## src/rtl/xbus_pkg.sv

```systemverilog
package xbus_pkg;

    typedef enum logic [1:0] {
        ST_IDLE = 2'd0,
        ST_T1   = 2'd1,
        ST_T2   = 2'd2
    } xbus_state_e;

endpackage

```

## src/rtl/xbus_phase_timer.sv

```systemverilog
module xbus_phase_timer #(
    parameter int CNT_W = 2
) (
    input  logic             clk,
    input  logic             rst_n,
    input  logic             load_i,
    input  logic [CNT_W-1:0] load_val_i,
    output logic             expire_o
);

    logic [CNT_W-1:0] cnt_q;

    always_ff @(posedge clk or negedge rst_n) begin
        if (!rst_n) begin
            cnt_q <= '0;
        end else if (load_i) begin
            cnt_q <= load_val_i;
        end else if (cnt_q != '0) begin
            cnt_q <= cnt_q - 1'b1;
        end
    end

    assign expire_o = (cnt_q == '0);

endmodule

```

## src/rtl/xbus_strobe_map.sv

```systemverilog
module xbus_strobe_map (
    input  logic t2_i,
    input  logic ext_i,
    input  logic we_i,
    input  logic oe_mode_i,
    input  logic seg_gate_i,
    input  logic seg_sel_i,
    input  logic grant_i,
    input  logic soft_hiz_i,
    output logic ds_n_o,
    output logic ds_hiz_o
);

    logic blocked;

    always_comb begin
        blocked  = (oe_mode_i && we_i) || (seg_gate_i && !seg_sel_i);
        ds_n_o   = !(t2_i && ext_i && !blocked);
        ds_hiz_o = grant_i || soft_hiz_i;
    end

endmodule

```

## src/rtl/xbus_cycle_ctrl.sv

```systemverilog
module xbus_cycle_ctrl
    import xbus_pkg::*;
#(
    parameter int ADDR_W = 16,
    parameter int DATA_W = 8,
    parameter int WAIT_W = 2
) (
    input  logic              clk,
    input  logic              rst_n,
    input  logic              req_i,
    input  logic              req_ext_i,
    input  logic              req_we_i,
    input  logic [ADDR_W-1:0] req_addr_i,
    input  logic [DATA_W-1:0] req_wdata_i,
    input  logic              req_seg_i,
    input  logic [WAIT_W-1:0] cfg_as_wait_i,
    input  logic [WAIT_W-1:0] cfg_ds_wait_i,
    input  logic              cfg_oe_mode_i,
    input  logic              cfg_seg_gate_i,
    input  logic              bus_grant_i,
    input  logic              soft_hiz_i,
    output logic              ready_o,
    output logic              done_o,
    output logic [DATA_W-1:0] rdata_o,
    output logic [ADDR_W-1:0] addr_o,
    output logic              as_o,
    output logic              ds_n_o,
    output logic              ds_hiz_o,
    output logic [DATA_W-1:0] dq_o,
    output logic              dq_oe_o,
    input  logic [DATA_W-1:0] dq_i
);

    typedef struct packed {
        logic [ADDR_W-1:0] addr;
        logic [DATA_W-1:0] wdata;
        logic              ext;
        logic              we;
        logic              seg;
        logic              oe_mode;
        logic              seg_gate;
        logic [WAIT_W-1:0] ds_wait;
    } held_req_t;

    xbus_state_e       state_q, state_d;
    held_req_t         req_q;
    logic              accept, t1_end, t2_end, expire;
    logic              tmr_load;
    logic [WAIT_W-1:0] tmr_val;
    logic              done_q, oe_q;
    logic [DATA_W-1:0] rdata_q, dout_q;

    assign accept = (state_q == ST_IDLE) && req_i;
    assign t1_end = (state_q == ST_T1) && expire;
    assign t2_end = (state_q == ST_T2) && expire;

    // State register
    always_ff @(posedge clk or negedge rst_n) begin
        if (!rst_n) state_q <= ST_IDLE;
        else        state_q <= state_d;
    end

    // Next-state logic
    always_comb begin
        state_d = state_q;
        unique case (state_q)
            ST_IDLE: if (req_i)  state_d = ST_T1;
            ST_T1:   if (expire) state_d = ST_T2;
            ST_T2:   if (expire) state_d = ST_IDLE;
            default:             state_d = ST_IDLE;
        endcase
    end

    // Phase timer: loaded at acceptance with the T1 extension, at T1 end with the T2 extension
    assign tmr_load = accept || t1_end;
    assign tmr_val  = accept ? cfg_as_wait_i : req_q.ds_wait;

    xbus_phase_timer #(.CNT_W(WAIT_W)) u_timer (
        .clk        (clk),
        .rst_n      (rst_n),
        .load_i     (tmr_load),
        .load_val_i (tmr_val),
        .expire_o   (expire)
    );

    // Request capture, data path and completion
    always_ff @(posedge clk or negedge rst_n) begin
        if (!rst_n) begin
            req_q   <= '0;
            done_q  <= 1'b0;
            oe_q    <= 1'b0;
            rdata_q <= '0;
            dout_q  <= '0;
        end else begin
            done_q <= t2_end;
            if (accept) begin
                req_q.addr     <= req_addr_i;
                req_q.wdata    <= req_wdata_i;
                req_q.ext      <= req_ext_i;
                req_q.we       <= req_we_i;
                req_q.seg      <= req_seg_i;
                req_q.oe_mode  <= cfg_oe_mode_i;
                req_q.seg_gate <= cfg_seg_gate_i;
                req_q.ds_wait  <= cfg_ds_wait_i;
                oe_q           <= 1'b0;
            end
            if (t1_end) begin
                oe_q <= req_q.ext && req_q.we;
                if (req_q.ext && req_q.we) dout_q <= req_q.wdata;
            end
            if (t2_end) begin
                rdata_q <= (req_q.ext && !req_q.we) ? dq_i : '0;
            end
        end
    end

    // Outputs
    always_comb begin
        ready_o = (state_q == ST_IDLE);
        as_o    = (state_q == ST_T1) && req_q.ext;
        done_o  = done_q;
        rdata_o = rdata_q;
        addr_o  = req_q.addr;
        dq_o    = dout_q;
        dq_oe_o = oe_q;
    end

    xbus_strobe_map u_strobe (
        .t2_i       (state_q == ST_T2),
        .ext_i      (req_q.ext),
        .we_i       (req_q.we),
        .oe_mode_i  (req_q.oe_mode),
        .seg_gate_i (req_q.seg_gate),
        .seg_sel_i  (req_q.seg),
        .grant_i    (bus_grant_i),
        .soft_hiz_i (soft_hiz_i),
        .ds_n_o     (ds_n_o),
        .ds_hiz_o   (ds_hiz_o)
    );

    // Assertions
    a_r11_done_single: assert property (@(posedge clk) disable iff (!rst_n)
        done_o |=> !done_o);

    a_r11_done_after_t2: assert property (@(posedge clk) disable iff (!rst_n)
        done_o |-> $past(state_q == ST_T2));

    a_r6_read_released: assert property (@(posedge clk) disable iff (!rst_n)
        (state_q == ST_T2 && !req_q.we) |-> !dq_oe_o);

    a_r7_wdata_stable: assert property (@(posedge clk) disable iff (!rst_n)
        (dq_oe_o && $past(dq_oe_o)) |-> $stable(dq_o));

    a_r4_ds_only_t2: assert property (@(posedge clk) disable iff (!rst_n)
        !ds_n_o |-> (state_q == ST_T2 && req_q.ext));

    a_r2_no_skip_back: assert property (@(posedge clk) disable iff (!rst_n)
        (state_q == ST_T2) |=> (state_q != ST_T1));

endmodule

```

## config.mk

```make
export PLATFORM = sky130hd
export DESIGN_NAME = xbus_cycle_ctrl
export DESIGN_NICKNAME = d
export VERILOG_FILES = /design/src/rtl/xbus_pkg.sv /design/src/rtl/xbus_phase_timer.sv /design/src/rtl/xbus_strobe_map.sv /design/src/rtl/xbus_cycle_ctrl.sv
export SDC_FILE = /design/constraint.sdc
export NUM_CORES = 1
export LEC_CHECK = 0
export ABC_AREA = 0
export CAP_MARGIN = 20
export CORE_MARGIN = 4
export CORE_UTILIZATION = 40
export CTS_CLUSTER_SIZE = 24
export DETAILED_ROUTE_END_ITERATION = 8
export PLACE_DENSITY = 0.81
export SETUP_SLACK_MARGIN = 0.15
export SLEW_MARGIN = 0
export SYNTH_ARGS = -nofsm -noshare
export SYNTH_HDL_FRONTEND = slang
export SYNTH_SLANG_ARGS = --single-unit
```

## constraint.sdc

```tcl
create_clock -name clk -period 4.9 [get_ports clk]
set_clock_uncertainty 0.05 [all_clocks]
set_input_delay 0.49 -clock clk [delete_from_list [all_inputs] [get_ports clk]]
set_output_delay 0.49 -clock clk [all_outputs]
set_load 0.03 [all_outputs]
```

==> implementation parameters, run 1 <==
Parameter                              Value

Setup path
  Reg2Reg Depth    3
  Top fanout value on the critical path    7
  Category of the worst setup path capture point    output port
  Type of the worst setup path    reg2out
  CP Data Required Time    approximately 4.4 ns
  Capturing point of the worst reg2reg path    addr_o[2]
  Start of the worst register-to-register path    state_q[1]
  Critical Path Start Type    flip-flop
  Data arrival time of the critical path    roughly 1.9 ns
  Reg2reg setup slack    2.82 ns

Synthesis
  Post-synthesis instance area    2360 µm²
  Post-synth cell types    29
  Post-synthesis sequential area ratio    about 56%
  Synthesized instance count    ~170
  Syn Area/Cell    about 14 µm²
  Register bit total from synthesis    53
  Synth Net Count    220
  Number of warnings issued by yosys    0

Drt
  Post-route ant nets    0
  Router iterations before antenna repair    4
  DRC errors left    0
  Detail-routed net length per standard cell    around 14 µm
  Via density    around 4.7
  Vias    about 1,500
  Total wirelength of the detailed-routed design    ~4.6 mm
  DRC marker count from the first detailed-route iteration    74

Clock tree
  Post-CTS setup buffer count    0
  Number of buffers between clock root and the deepest sink    2
  Clock tree from TritonCTS    done
  Root Buffer    sky130_fd_sc_hd__clkbuf_8
  Count of hold buffers inserted by post-cts repair    0
  H-tree level count    2
  Clock slew at reported path FFs    about 0.10 ns
  TritonCTS Buffers    5
  Number of gates resized after CTS    0
  Clock latency on the worst-skew pair    0.31 ns
  Number of sinks on the clock net    53

Finish
  Most frequent cells in the layout    82 x sky130_fd_sc_hd__clkdlybuf4s50_1, 53 x sky130_fd_sc_hd__dfrtp_1, 25 x sky130_fd_sc_hd__mux2_4
  Post-route cell area    around 3200 µm²
  Post-layout net count    290
  Final cell count without fillers    roughly 320
  Share of layout cells above drive strength 1    22.22%
  Growth of design area from synthesis to finish    35.37%
  Diodes inserted    0
  Most common cell after layout, fill and taps aside    sky130_fd_sc_hd__clkdlybuf4s50_1

Timing
  Relative max-transition margin    55.17%
  Accumulated negative setup slack    0 ns
  Count of endpoints failing hold in the final timing report    0
  Final min period    ~2.4 ns
  Maximum achievable frequency    roughly 420 MHz
  Final critical-path share of the clock period    about 49%
  Final setup violating endpoints    0
  Worst-margin pin slew    0.6725 ns
  Fin. max-slew vios    0
  Unrepaired setup endpoints after global routing    false

Job
  Max Cap Viol    0

Power
  Leakage power total    roughly 1.4 nW
  Pwr/cell area    between 600 and 700 nW/µm²
  Worst vdd ir    0.2625 mV

Die
  Floorplan die area    7192 µm²
  Number of cell rows    27
  Vertical die dimension    approximately 85 µm
  Core area    between 5000 and 6000 µm²
  Overall die width    roughly 85 µm
  Initial Util    between 40% and 50%
  Number of top-level pins    84

Placed design
  Standard cell area after detailed placement    a little over 3000 µm²
  Port bufs    83
  RD Place Congestion    around 0.76
  Number of placed cells counting well taps    roughly 310
  HPWL after DPL    3.348 mm

Outcome
  Run status    completed

Global routing
  Via count of the first global-routing pass    ~1,500
  Initial antenna violation count    0
  Pin count of the biggest net entering global routing    between 50 and 60
  Total Routing Usage GR    between 10% and 20%
  Final global-route overflow total    0
  Wire length of the first global-routing pass    about 7.6 mm

Min path
  Path type of the worst min-delay path    in2async
## sequential cells by signal, indices dropped and copies added, names as in the netlist
name / cells
addr_o: 16
req_q: 15
dq_o: 8
rdata_o: 8
state_q: 2
u_timer.cnt_q: 2
done_o: 1
dq_oe_o: 1
## power by group
group | internal [mW] | switching (mW)
Combinational | 0.545 | 0.523
Sequential | 0.647 | 0.124
Clock | 0.103 | 0.149
Total | 1.30 | 0.796
## metal layers
metal | up-vias | track usage, % | wire length [µm]
met2 | 46 | 22.63 | 2287
met4 | 0 | 3.453 | 15
met5 | - | 0 | 0
met3 | 2 | 4.809 | 344
met1 | 735 | 15.73 | 1902
li1 | 706 | - | -
## cell usage after synthesis
master                      instances  area [µm²]
sky130_fd_sc_hd__dfrtp_1           53        1326
sky130_fd_sc_hd__mux2_4            25       375.4
sky130_fd_sc_hd__nand2_1           18       67.56
sky130_fd_sc_hd__buf_4             16       120.1
sky130_fd_sc_hd__mux2_2            14       157.7
sky130_fd_sc_hd__o21ai_0           10       50.05
sky130_fd_sc_hd__inv_1              6       22.52
sky130_fd_sc_hd__nor2_1             3       11.26
sky130_fd_sc_hd__a21oi_1            2       10.01
sky130_fd_sc_hd__buf_12             2       40.04
sky130_fd_sc_hd__buf_6              2       22.52
sky130_fd_sc_hd__clkbuf_1           2       7.510
sky130_fd_sc_hd__ha_1               2       25.02
sky130_fd_sc_hd__nand3b_1           2       15.01
sky130_fd_sc_hd__a211oi_1           1       7.510
sky130_fd_sc_hd__a31o_2             1       8.760
sky130_fd_sc_hd__a31oi_1            1       6.260
sky130_fd_sc_hd__and2_1             1       6.260
sky130_fd_sc_hd__and3b_1            1       8.760
sky130_fd_sc_hd__mux2i_1            1       10.01
sky130_fd_sc_hd__nand2b_1           1       6.260
sky130_fd_sc_hd__nand3_1            1       5.000
sky130_fd_sc_hd__nor2_2             1       6.260
sky130_fd_sc_hd__nor2b_1            1       6.260
sky130_fd_sc_hd__o22ai_1            1       6.260
sky130_fd_sc_hd__o2bb2ai_1          1       8.760
sky130_fd_sc_hd__or2_2              1       6.260
sky130_fd_sc_hd__or2b_1             1       7.510
sky130_fd_sc_hd__or3b_1             1       8.760
## critical path: stages, from the launching register on
cell and delay (ns):
sky130_fd_sc_hd__dfrtp_1 0.47, sky130_fd_sc_hd__or2b_1 0.27, sky130_fd_sc_hd__a21oi_1 0.11, sky130_fd_sc_hd__nand3_1 0.08, sky130_fd_sc_hd__clkdlybuf4s50_1 0.62
## through the flow
stage	hold slack (ns)	power (mW)	setup slack (ns)	utilization, %
final	0.2360	2.092	2.508	56.96
after global routing	0.2894	2.219	2.382	56.96
after CTS	0.2549	2.120	2.482	56.96
after detailed placement	0.4245	1.863	2.334	55.29
after global placement	0.4149	1.835	2.375	55.29
after floorplan	0.1444	1.575	3.249	-
## worst max-delay path by stage
stage	start	end	slack [ns]
5_1_grt	state_q[1]	ds_n_o	2.38
3_3_place_gp	req_i	addr_o[15]	2.38
4_1_cts	state_q[1]	ds_n_o	2.48
6_report	state_q[0]	ds_n_o	2.51
3_5_place_dp	req_i	addr_o[2]	2.33
2_1_floorplan	u_timer.cnt_q[0]	dq_o[0]	3.25
## logic make-up after synthesis
family	after synthesis	synth area share [%]
flops	53	56.20
simple gates	32	6.575
fa+ha+maj	2	1.060
compound gates	17	4.136
mux	40	23.01
buf+inv	28	9.014
## cell type report
cell class | instances | area (µm²)
Clock inverter | 3 | 25.02
Tap cell | 72 | 90.09
Fill cell | 480 | 2414
Clock buffer | 5 | 68.82
Multi-Input combinational cell | 91 | 820.8
Timing Repair Buffer | 85 | 840.8
Sequential cell | 53 | 1326
Inverter | 6 | 22.52
Power figures use the tool's default switching activity.
==> inputs of run 2 (changes only) <==
- clock period: 4.9 -> 2.4 ns (I/O delays scaled with it)
==> run 2 against run 1 <==
Final cell count grew 0.63%. Clock power grew 150%. Die area is the same. Sequential power grew 100%. Critical path depth is the same. Worst hold slack gained 0.19 ns. Worst setup slack lost 2.2 ns. Power grew 110%. Sequential cell count is the same. First-iteration DRC count shrank 23%. Core utilization grew 1.0 points. Largest power group unchanged.
==> implementation parameters, run 2 (synthesized netlist as in run 1, its figures left out) <==
Parameter                              Value

Setup path
  Highest cell delay on the worst timing path    0.61 ns (was 0.62 ns)
  CP Data Required Time    2.11 ns (was 4.36 ns)
  Category of the worst setup path capture point    output port (unchanged)
  Sequence of cells on the critical path    or2b_1 > a21oi_1 > nand3_1 > clkdlybuf4s50_1 (unchanged)
  Critical Path Start Type    flip-flop (unchanged)
  Top fanout value on the critical path    7 (unchanged)
  Data arrival time of the critical path    1.83 ns (was 1.85 ns)
  Slowest CP cell    sky130_fd_sc_hd__clkdlybuf4s50_1 (unchanged)
  Type of the worst setup path    reg2out (unchanged)

Drt
  Router iterations before antenna repair    4 (unchanged)
  Vias    1,477 (was 1,489)
  DRC errors left    0 (unchanged)
  Via density    4.659 (was 4.727)
  Total wirelength of the detailed-routed design    4.439 mm (was 4.550 mm)
  DRC marker count from the first detailed-route iteration    57 (was 74)
  Post-route ant nets    0 (unchanged)
  Detail-routed net length per standard cell    14.00 µm (was 14.44 µm)

Placed design
  Port bufs    83 (unchanged)
  HPWL after DPL    3.409 mm (was 3.348 mm)
  Number of placed cells counting well taps    308 (was 307)
  RD Place Congestion    0.7514 (was 0.7592)
  Setup slack after placement    0.4563 ns (was 2.334 ns)

Die
  Vertical die dimension    84.81 µm (unchanged)
  Core area    5608 µm² (unchanged)
  Floorplan die area    7192 µm² (unchanged)
  Initial Util    42.08% (unchanged)
  Overall die width    84.81 µm (unchanged)
  Number of cell rows    27 (unchanged)
  Number of top-level pins    84 (unchanged)

Timing
  Relative max-transition margin    58.89% (was 55.17%)
  Final min period    roughly 2.1 ns
  Final setup violating endpoints    0 (unchanged)
  Count of endpoints failing hold in the final timing report    0 (unchanged)
  Setup ws final    0.2773 ns (was 2.508 ns)
  Maximum achievable frequency    471.1 MHz
  Fin. max-slew vios    0 (unchanged)
  Unrepaired setup endpoints after global routing    false (unchanged)
  Final critical-path share of the clock period    between 80% and 90%
  Accumulated negative setup slack    0 ns (unchanged)
  Worst-margin pin slew    0.6166 ns (was 0.6725 ns)

Clock tree
  Number of buffers between clock root and the deepest sink    2 (unchanged)
  Number of sinks on the clock net    53 (unchanged)
  Clock tree from TritonCTS    done (unchanged)
  Clock slew at reported path FFs    0.09 ns (was 0.10 ns)
  Number of gates resized after CTS    0 (unchanged)
  H-tree level count    2 (unchanged)
  Post-CTS setup buffer count    0 (unchanged)
  TritonCTS Buffers    5 (unchanged)
  Clock latency on the worst-skew pair    0.30 ns (was 0.31 ns)
  Root Buffer    sky130_fd_sc_hd__clkbuf_8 (unchanged)

Global routing
  Pin count of the biggest net entering global routing    28 (was 54)
  Via count of the first global-routing pass    1,553 (was 1,548)
  Total Routing Usage GR    12.91% (was 13.22%)
  Final global-route overflow total    0 (unchanged)
  Wire length of the first global-routing pass    7.445 mm (was 7.562 mm)
  Initial antenna violation count    0 (unchanged)

Outcome
  Run status    completed (unchanged)

Job
  Max Cap Viol    0 (unchanged)

Power
  Leakage power total    1.470 nW (was 1.444 nW)
  Pwr/cell area    1351 nW/µm² (was 654.8 nW/µm²)
  Portion of total power attributed to combinational logic    50.0% (was 51.1%)
  Overall power of the completed layout    4.390 mW (was 2.092 mW)
  Portion of total power attributed to the clock network    14.2% (was 12.1%)
  Reg power frac    35.8% (was 36.9%)
  Worst vdd ir    0.5703 mV (was 0.2625 mV)
  Internal cell power    2.783 mW (was 1.295 mW)
  Psw    1.607 mW (was 0.7964 mW)
  Switching power share of the total    36.60% (was 38.07%)

Finish
  Number of flip-flops in the largest register    16 (unchanged)
  Diodes inserted    0 (unchanged)
  Final cell count without fillers    317 (was 315)
  Post-layout net count    292 (was 290)
  Growth of design area from synthesis to finish    37.75% (was 35.37%)
  Share of layout cells above drive strength 1    22.45% (was 22.22%)
  Most frequent cells in the layout    82 x sky130_fd_sc_hd__clkdlybuf4s50_1, 53 x sky130_fd_sc_hd__dfrtp_1, 25 x sky130_fd_sc_hd__mux2_4 (unchanged)
  Most common cell after layout, fill and taps aside    sky130_fd_sc_hd__clkdlybuf4s50_1 (unchanged)

Min path
  Path type of the worst min-delay path    in2async (unchanged)
run 2: cell types whose count changed in the layout (fill, tap and decap cells not counted), sizes merged:
cell / change
buf: +1
bufinv: +1
clkbuf: +1
clkinv: -1
dlygate4sd3: +1
inv: -1
run 2: power groups by stage:
stage / logic (mW) / clock network, mW / registers [mW]
2_1_floorplan: 1.43 / 0 / 1.78
3_3_place_gp: 2.18 / 0 / 1.58
3_5_place_dp: 2.22 / 0 / 1.59
4_1_cts: 2.23 / 0.647 / 1.58
5_1_grt: 2.34 / 0.675 / 1.64
6_report: 2.20 / 0.623 / 1.57
run 2: cell type report:
| type | instances | area (µm²) |
|---|---|---|
| fillers | 483 | 2357 |
| clock buffers | 6 | 82.58 |
| well taps | 72 | 90.09 |
| multi-input cells | 91 | 820.8 |
| clock inverters | 2 | 37.54 |
| repair buffers | 87 | 870.8 |
| inverters | 6 | 22.52 |
| flip-flops and latches | 53 | 1326 |
run 2: worst paths after layout:
check	startpoint	to	slack (ns)	cells past startpoint
max in group asynchronous	rst_n	rdata_o[1]	1.31	3
worst min-delay path	rst_n	addr_o[15]	0.43	2
worst max-delay path	state_q[0]	ds_n_o	0.28	4
worst max register to register	u_timer.cnt_q[0]	dq_o[3]	0.53	5
worst min register to register	rdata_o[1]	rdata_o[1]	0.44	2
min in group clk	rdata_o[1]	rdata_o[1]	0.44	2
run 2: metal layers:
metal | part of all wire, % | up-vias | wire length (µm) | global-route usage (%)
met5 | 0 | - | 0 | 0
li1 | - | 709 | - | -
met1 | 42 | 716 | 1867 | 16.15
met3 | 7.8 | 6 | 346 | 4.612
met4 | 0.95 | 0 | 42 | 3.309
met2 | 49 | 46 | 2183 | 21.28
run 2: what timing repair did:
| action | in CTS | in global routing |
|---|---|---|
| hold buffers | 1 | 0 |
| hold endpoints to repair | 26 | 0 |
| endpoints found under the setup margin | 0 | 0 |
run 2: worst max-delay path, delay by kind of cell, from the launching register on:
family	cells	cell delay [ns]
buf+inv	1	0.61
simple gates	2	0.35
flops	1	0.46
compound gates	1	0.11
run 2: per-stage QoR:
stage               instance area [µm²]  hold WS (ns)  util [%]
floorplan                          2360       -0.1056         -
global placement                   3120        0.2349     55.64
detailed placement                 3120        0.2357     55.64
CTS                                3251        0.4310     57.97
global route                       3251        0.4479     57.97
finish                             3251        0.4283     57.97
==> inputs of run 3 (changes only) <==
- CAP_MARGIN: 20 -> 10
==> results of run 3 <==
The final DEF is identical to that of run 2; final timing and power are the same.
